--- src/rtl/serial_pcm_tx.sv ---
module serial_pcm_tx (
  input  logic        clk,
  input  logic        rst_n,
  input  logic [2:0]  cfg_ratio,
  input  logic [2:0]  cfg_width,
  input  logic        cfg_delay,
  input  logic        cfg_rjust,
  input  logic        cfg_lsb_first,
  input  logic        in_valid,
  output logic        in_ready,
  input  logic [31:0] in_left,
  input  logic [31:0] in_right,
  output logic        bclk_o,
  output logic        ws_o,
  output logic        sd_o,
  output logic        underrun_o
);

  typedef struct packed {
    logic [2:0] ratio;
    logic [2:0] width;
    logic       dly;
    logic       rj;
    logic       lsb;
  } cfg_t;

  function automatic logic [5:0] width_of(input logic [2:0] c);
    case (c)
      3'd0:    return 6'd16;
      3'd1:    return 6'd18;
      3'd2:    return 6'd20;
      3'd3:    return 6'd24;
      default: return 6'd32;
    endcase
  endfunction

  function automatic logic [3:0] div_of(input logic [2:0] c);
    case (c)
      3'd0:    return 4'd2;
      3'd1:    return 4'd3;
      3'd2:    return 4'd4;
      3'd3:    return 4'd6;
      default: return 4'd8;
    endcase
  endfunction

  function automatic logic slot_bit(input logic [31:0] s, input logic [4:0] k,
                                    input cfg_t c);
    logic [5:0] w, off, j, idx;
    w   = width_of(c.width);
    off = c.rj ? 6'd32 - w : 6'd0;
    if ({1'b0, k} < off || {1'b0, k} >= off + w) return 1'b0;
    j   = {1'b0, k} - off;
    idx = c.lsb ? j : w - 6'd1 - j;
    return s[idx[4:0]];
  endfunction

  cfg_t        cur_cfg, nxt_cfg;
  logic [31:0] cur_l, cur_r, hold_l, hold_r, nl, nr, smp;
  logic        hold_full, run, spill, tick, fstart, sd_nxt;
  logic [2:0]  div_cnt, div_nxt;
  logic [5:0]  bit_cnt, pos;
  logic [3:0]  div_cur, div_new;

  assign in_ready = !hold_full;
  assign div_cur  = div_of(cur_cfg.ratio);
  assign tick     = !run || ({1'b0, div_cnt} == div_cur - 4'd1);
  assign pos      = bit_cnt + 6'd1;
  assign fstart   = tick && (pos == 6'd0);
  assign nxt_cfg  = fstart ? cfg_t'{cfg_ratio, cfg_width, cfg_delay, cfg_rjust, cfg_lsb_first}
                           : cur_cfg;
  assign nl       = (fstart && hold_full) ? hold_l : cur_l;
  assign nr       = (fstart && hold_full) ? hold_r : cur_r;
  assign smp      = pos[5] ? nr : nl;
  assign div_nxt  = tick ? 3'd0 : div_cnt + 3'd1;
  assign div_new  = div_of(nxt_cfg.ratio);

  always_comb begin
    if (!nxt_cfg.dly)         sd_nxt = slot_bit(smp, pos[4:0], nxt_cfg);
    else if (pos[4:0] == 5'd0) sd_nxt = spill;
    else                      sd_nxt = slot_bit(smp, pos[4:0] - 5'd1, nxt_cfg);
  end

  always_ff @(posedge clk or negedge rst_n) begin
    if (!rst_n) begin
      cur_cfg    <= '0;
      cur_l      <= '0;
      cur_r      <= '0;
      hold_l     <= '0;
      hold_r     <= '0;
      hold_full  <= 1'b0;
      run        <= 1'b0;
      div_cnt    <= '0;
      bit_cnt    <= 6'd63;
      spill      <= 1'b0;
      bclk_o     <= 1'b0;
      ws_o       <= 1'b0;
      sd_o       <= 1'b0;
      underrun_o <= 1'b0;
    end else begin
      div_cnt    <= div_nxt;
      bclk_o     <= {1'b0, div_nxt} >= (div_new - (div_new >> 1));
      underrun_o <= fstart && !hold_full;
      if (tick) begin
        run     <= 1'b1;
        bit_cnt <= pos;
        cur_cfg <= nxt_cfg;
        cur_l   <= nl;
        cur_r   <= nr;
        ws_o    <= pos[5];
        sd_o    <= sd_nxt;
        if (pos[4:0] == 5'd31) spill <= slot_bit(smp, 5'd31, nxt_cfg);
      end
      if (fstart && hold_full) begin
        hold_full <= 1'b0;
      end else if (in_valid && !hold_full) begin
        hold_l    <= in_left;
        hold_r    <= in_right;
        hold_full <= 1'b1;
      end
    end
  end

  a_r3_ws_at_slot_edge: assert property (@(posedge clk) disable iff (!rst_n)
    !$stable(ws_o) |-> bit_cnt[4:0] == 5'd0);

  a_r8_full_blocks: assert property (@(posedge clk) disable iff (!rst_n)
    in_valid && in_ready |=> !in_ready);

  a_r9_underrun_pulse: assert property (@(posedge clk) disable iff (!rst_n)
    underrun_o |=> !underrun_o);

  a_r10_cfg_at_frame: assert property (@(posedge clk) disable iff (!rst_n)
    !$stable(cur_cfg) |-> bit_cnt == 6'd0 && div_cnt == 3'd0);

  a_r11_change_on_fall: assert property (@(posedge clk) disable iff (!rst_n)
    (!$stable(ws_o) || !$stable(sd_o)) |-> $fell(bclk_o) || $past(!run));

endmodule

--- config.mk ---
export PLATFORM = sky130hd
export DESIGN_NAME = serial_pcm_tx
export DESIGN_NICKNAME = d
export VERILOG_FILES = /design/src/rtl/serial_pcm_tx.sv
export SDC_FILE = /design/constraint.sdc
export NUM_CORES = 1
export LEC_CHECK = 0
export BUFFER_PORTS_ARGS = -buffer_cell sky130_fd_sc_hd__buf_2
export CORE_UTILIZATION = 55
export DETAILED_ROUTE_END_ITERATION = 16
export HOLD_SLACK_MARGIN = 0.12
export PLACE_DENSITY = 0.77
export SYNTH_ARGS = -nofsm -noshare
export SYNTH_HDL_FRONTEND = slang
export SYNTH_SLANG_ARGS = --single-unit
--- constraint.sdc ---
create_clock -name clk -period 6.8 [get_ports clk]
set_input_delay 0.34 -clock clk [delete_from_list [all_inputs] [get_ports clk]]
set_output_delay 0.34 -clock clk [all_outputs]
set_load 0.005 [all_outputs]
==> results.json, run 1 <==
{
  "clk_latency_ps": 430,
  "cp_max_fo": 13,
  "ys.warnings.count": 0,
  "fill_cells": 1187,
  "min_to": "hold_r[12]",
  "relSlewSlack_pct": 37.8,
  "cap_violations": 0,
  "synth_flop_cell": "dfrtp_1",
  "antenna_left": 0,
  "track_usage_pct": 26.0,
  "critical_path_required_ps": 7110,
  "syn-num-nets": 860,
  "maxSlewViolCount": 0,
  "netlist_instances": 749,
  "hold_violations": 0,
  "drive_gt1_share_pct": 34.6,
  "place_ws_ps": 930,
  "io_buffers": 80,
  "grt_max_degree": 91,
  "cp-startpoint": "bit_cnt[0]",
  "timing.fmax_mhz": 168,
  "cp-start-kind": "flip-flop",
  "row_count": 45,
  "grt_pass1_wl_mm": 32.1,
  "clockBufferDepth": 2,
  "rsz0062_at_grt": "false",
  "ys_ff_latch": 153,
  "core_mm2": 0.0153,
  "hold_depth": 2,
  "fin_skew_ps": 9.70,
  "peakVddDrop_mv": 0.268,
  "ys_seq_area_share_pct": 44.6,
  "nNetsFinal": 931,
  "period_needed_ps": 5950,
  "r2r-end": "sd_o",
  "antenna_found_initial": 0,
  "clock_sinks": 153,
  "dieArea_mm2": 0.0162,
  "die_x_um": 127,
  "setup_violations": 0,
  "seqCellArea_mm2": 0.00384,
  "gp_congestion": 0.942,
  "postCtsSetupRepairBufs": 0,
  "dr.pass1.iters": 4,
  "worst_pin_slew_ps": 929,
  "p_leak_nw": 4.54,
  "num_vias": 6077,
  "reg2reg_depth": 19,
  "hold_class": "input pin to flip-flop",
  "async_flop_share_pct": 100,
  "clockRootBuffer": "clkbuf_16",
  "fin_tns_setup_ps": 0,
  "p_per_area_mw_per_mm2": 610,
  "hold_path.startpoint": "in_right[12]",
  "cts.htree.levels": 4,
  "final.period_utilization_pct": 87.5,
  "grt_pass1_vias": 6206,
  "antenna_cells": 0,
  "layout_setup_ws_ps": 847,
  "rrSetupSlack_ps": 850,
  "syn_area_mm2": 0.00861,
  "status": "complete, no violations",
  "start_util_pct": 56.4,
  "numCtsBuffers": 17,
  "first_iter_violations": 385,
  "drc": 0,
  "wire_per_inst_um": 18.5,
  "vias_per_cell": 5.82,
  "multi_input_area_mm2": 0.00444,
  "grt_overflow": 0,
  "cts_tree": "done",
  "yosysUniqueCellTypes": 67,
  "fp.dieH_um": 127,
  "routed_wl_mm": 19.3,
  "syn_area_per_cell_um2": 11.5,
  "syn_to_final_growth_pct": 13.5,
  "synth_edf_count": 0,
  "clk_pin_slew_ps": 70,
  "cp_data_arrival_time_ps": 6260,
  "r2r_start": "bit_cnt[0]",
  "cp-end-kind": "flip-flop",
  "criticalPathCategory": "flip-flop to flip-flop",
  "ios": 81,
  "hpwl_mm": 13.9
}
[critical path, cell delays in order, from the launching register on]
cell,delay (ps)
dfstp_2,700
ha_1,310
nand2_1,130
a21oi_4,230
and3_4,250
nand2_1,250
o31a_1,360
a21oi_1,160
inv_1,110
ha_1,290
nand2_1,180
inv_1,130
fa_1,630
fa_1,440
mux2i_1,490
mux4_1,640
mux2i_1,150
mux2i_1,100
a22oi_1,180
o211ai_1,110
[layout make-up]
| class | count | share of cell area, % |
|---|---|---|
| sequential | 153 | 39.3 |
| clock inverter | 13 | 1.77 |
| tap | 211 | 2.70 |
| timing repair buffer | 94 | 5.31 |
| clock buffer | 19 | 4.63 |
| multi-input combinational | 531 | 45.4 |
| inverter | 23 | 0.883 |
[layout by cell type, fill, tap and decap left out, types with 14 or more instances in the layout]
cell,instances
clkbuf_16,17
buf_2,79
mux2_2,132
ha_1,31
a31oi_1,35
nor2_1,47
nand2_1,91
xnor2_1,14
inv_1,22
mux2i_1,19
nand3_1,16
xor2_1,15
a21oi_1,15
dfrtp_1,147
[routing by layer]
metal | routed length (um) | track usage (%)
met5 | 0 | 0
met4 | 397 | 9.80
met3 | 1010 | 5.11
met2 | 9410 | 43.2
met1 | 8470 | 33.8
[synthesized netlist by cell type (all sizes together) (11+ instances only)]
| library cell | instances | area share, % |
|---|---|---|
| a21oi | 18 | 1.4 |
| a31oi | 35 | 2.5 |
| clkbuf | 32 | 2.0 |
| dfrtp | 147 | 43 |
| ha | 31 | 4.5 |
| inv | 23 | 1.0 |
| mux2 | 133 | 17 |
| mux2i | 20 | 2.5 |
| mux4 | 15 | 4.5 |
| nand2 | 92 | 4.0 |
| nand3 | 17 | 1.0 |
| nor2 | 48 | 2.1 |
| nor3 | 11 | 0.64 |
| o21ai | 15 | 0.96 |
| xnor2 | 15 | 1.6 |
| xor2 | 15 | 1.5 |
[logic make-up after synthesis]
kind of cell	count (synthesis)	synth area share, %
AO/OA/AOI/OAI	99	8.10
XOR/XNOR	30	3.14
adder cells (fa/ha/maj)	35	5.44
buffers and inverters	65	3.95
flip-flops	153	44.6
multiplexers	168	24.4
other	1	0.0436
AND/OR/NAND/NOR	198	10.4
[how the worst max path moves through the flow]
stage	end	slack, ps	depth (start not counted)
4_1_cts	sd_o	900	19
6_report	sd_o	850	19
5_1_grt	sd_o	490	19
2_1_floorplan	sd_o	1250	22
3_5_place_dp	sd_o	930	19
3_3_place_gp	sd_o	1160	21
[stage by stage]
stage | util, % | instances | cell area (um^2) | power, mW | hold WS (ps)
floorplan | - | 749 | 8610 | 4.22 | 44.4
global placement | 59.8 | 1009 | 9120 | 4.81 | 439
detailed placement | 59.8 | 1009 | 9120 | 4.95 | 451
CTS | 64.0 | 1043 | 9760 | 5.98 | 120
global route | 64.1 | 1044 | 9770 | 6.38 | 123
finish | 64.1 | 1044 | 9770 | 5.96 | 137
[flip-flops by register name, indices dropped and copies added (netlist names)]
register	count
bclk_o	1
cur_cfg	9
cur_r	32
underrun_o	1
bit_cnt	6
cur_l	32
spill	1
run	1
sd_o	1
ws_o	1
hold_full	1
hold_r	32
hold_l	32
div_cnt	3
[where the power goes]
group,switching [mW],internal [mW]
registers,0.327,1.37
logic,1.68,1.59
clock network,0.419,0.578
total,2.43,3.53
[timing repair]
action	CTS	global route
endpoints found under the hold margin	90	1
resized for setup	0	0
hold buffers	2	1
endpoints found under the setup margin	0	0
(Power assumes the default switching activity.)
==> run 2, diff against run 1 <==
- ABC_AREA: not set -> 0
- CORE_UTILIZATION: 55 -> 50
- PLACE_DENSITY: 0.77 -> 0.71
==> results.json, run 2 (synthesis results as in run 1) <==
{
  "nNetsFinal": 930,
  "cp_max_fo": 14,
  "met2_usage_pct": 38.8,
  "grt_overflow": 0,
  "core_mm2": 0.0167,
  "cp-start-kind": "flip-flop",
  "postCtsHoldBufs": 1,
  "critical_path_required_ps": 7140,
  "grt_max_degree": 81,
  "peakVddDrop_mv": 0.291,
  "p_leak_nw": 4.47,
  "die_x_um": 133,
  "relSlewSlack_pct": 35.4,
  "clockBufferDepth": 2,
  "routed_wl_mm": 19.7,
  "hold_depth": 2,
  "reg2reg_depth": 27,
  "status": "complete, no violations",
  "rsz0062_at_grt": "false",
  "gp_congestion": 0.998,
  "clk_latency_ps": 420,
  "track_usage_pct": 23.9,
  "worst_pin_slew_ps": 964,
  "top_usage_layer": "met2",
  "hpwl_mm": 14.2,
  "row_count": 47,
  "clk_pin_slew_ps": 60,
  "fill_cells": 1416,
  "maxSlewViolCount": 0,
  "p_per_area_mw_per_mm2": 606,
  "cts_resized": 0,
  "drive_gt1_share_pct": 34.4,
  "cp_data_arrival_time_ps": 6280,
  "num_vias": 6025,
  "cap_violations": 0,
  "grt_pass1_vias": 6169,
  "setup_violations": 0,
  "clock_sinks": 153,
  "ios": 81,
  "grt_pass1_wl_mm": 32.6,
  "fp.dieH_um": 133,
  "syn_to_final_growth_pct": 12.3,
  "io_buffers": 80,
  "cts.htree.levels": 4,
  "fin_area_mm2": 0.00966,
  "globalRouteMet3Util_pct": 5.02,
  "numCtsBuffers": 17,
  "cts_tree": "done",
  "dieArea_mm2": 0.0177,
  "wire_per_inst_um": 18.8,
  "grt_use_met1_pct": 31.6,
  "place_area_mm2": 0.00914,
  "hold_class": "input pin to flip-flop",
  "finalPower_mw": 5.86,
  "fin_tns_setup_ps": 0,
  "clockRootBuffer": "clkbuf_16",
  "antenna_cells": 0,
  "cp-end-kind": "flip-flop",
  "antenna_left": 0,
  "fin_skew_ps": 6.83,
  "timing.fmax_mhz": 168,
  "vias_per_cell": 5.74,
  "start_util_pct": 51.5,
  "antenna_found_initial": 0,
  "layout_common_cells": "dfrtp_1, mux2_2, nand2_1",
  "first_iter_violations": 404,
  "criticalPathCategory": "flip-flop to flip-flop",
  "final_common_cell": "dfrtp_1",
  "period_needed_ps": 5950,
  "dr.pass1.iters": 6,
  "hold_violations": 0,
  "final.period_utilization_pct": 87.5,
  "drc": 0,
  "postCtsSetupRepairBufs": 0
}
[run 2: changes by cell type in the layout (fill, tap and decap cells not counted), sizes merged]
cell / previous run / this run
buf: 91 / 92
dlygate4sd3: 3 / 1
clkinv: 2 / 3
inv: 31 / 25
clkinvlp: 1 / 5
bufinv: 2 / 0
[run 2: final cells by class]
| type | count | area [um^2] | share of cell area (%) |
|---|---|---|---|
| multi-input combinational | 531 | 4440 | 46.0 |
| sequential | 153 | 3840 | 39.7 |
| timing repair buffer | 93 | 507 | 5.24 |
| clock buffer | 19 | 443 | 4.58 |
| tap | 220 | 275 | 2.85 |
| inverter | 23 | 86.3 | 0.893 |
| clock inverter | 10 | 73.8 | 0.764 |
[run 2: power by group]
part	total, mW	leakage [nW]	switching (mW)	internal, mW
Sequential	1.69	1.87	0.319	1.37
Clock	0.840	0.240	0.370	0.470
Combinational	3.33	2.35	1.73	1.61
[run 2: worst max-delay path, stage by stage (launching register included)]
cell	delay, ps
dfrtp_1	420
nor3b_2	240
inv_1	70
ha_1	200
xnor2_1	170
xnor2_1	150
o31ai_4	230
buf_4	230
nand2_1	230
o31a_1	330
a21oi_1	120
buf_4	170
inv_1	80
ha_1	270
nand2_1	180
inv_1	130
fa_1	650
ha_1	260
a21o_1	170
a21oi_1	280
xor2_1	190
nor3_1	60
a31oi_1	180
xor2_1	300
o21ai_0	140
a21oi_1	130
o21ai_0	110
o211ai_1	180
[run 2: layer usage]
layer	vias to the layer above	part of all wire, %	wire length, um
met4	0	2.1	419
li1	2802	-	-
met5	-	0	0
met3	33	4.2	829
met1	3038	45	8800
met2	152	49	9640
[run 2: path summary, 6_finish.rpt]
path | from | slack [ps] | endpoint
min in group asynchronous | rst_n | 530 | run
max in group asynchronous | rst_n | 4860 | cur_r[14]
hold / removal | in_valid | 140 | hold_full
hold reg to reg | hold_r[0] | 500 | hold_r[0]
setup / recovery | cur_cfg[7] | 850 | sd_o
setup reg to reg | cur_cfg[7] | 850 | sd_o
[run 2: per-stage QoR]
step	cells	hold slack, ps	util (%)	setup WS (ps)
floorplan	749	44.4	-	1250
global placement	1019	416	54.7	1120
detailed placement	1019	434	54.7	890
CTS	1049	122	57.9	841
global route	1049	130	57.9	290
finish	1049	139	57.9	853
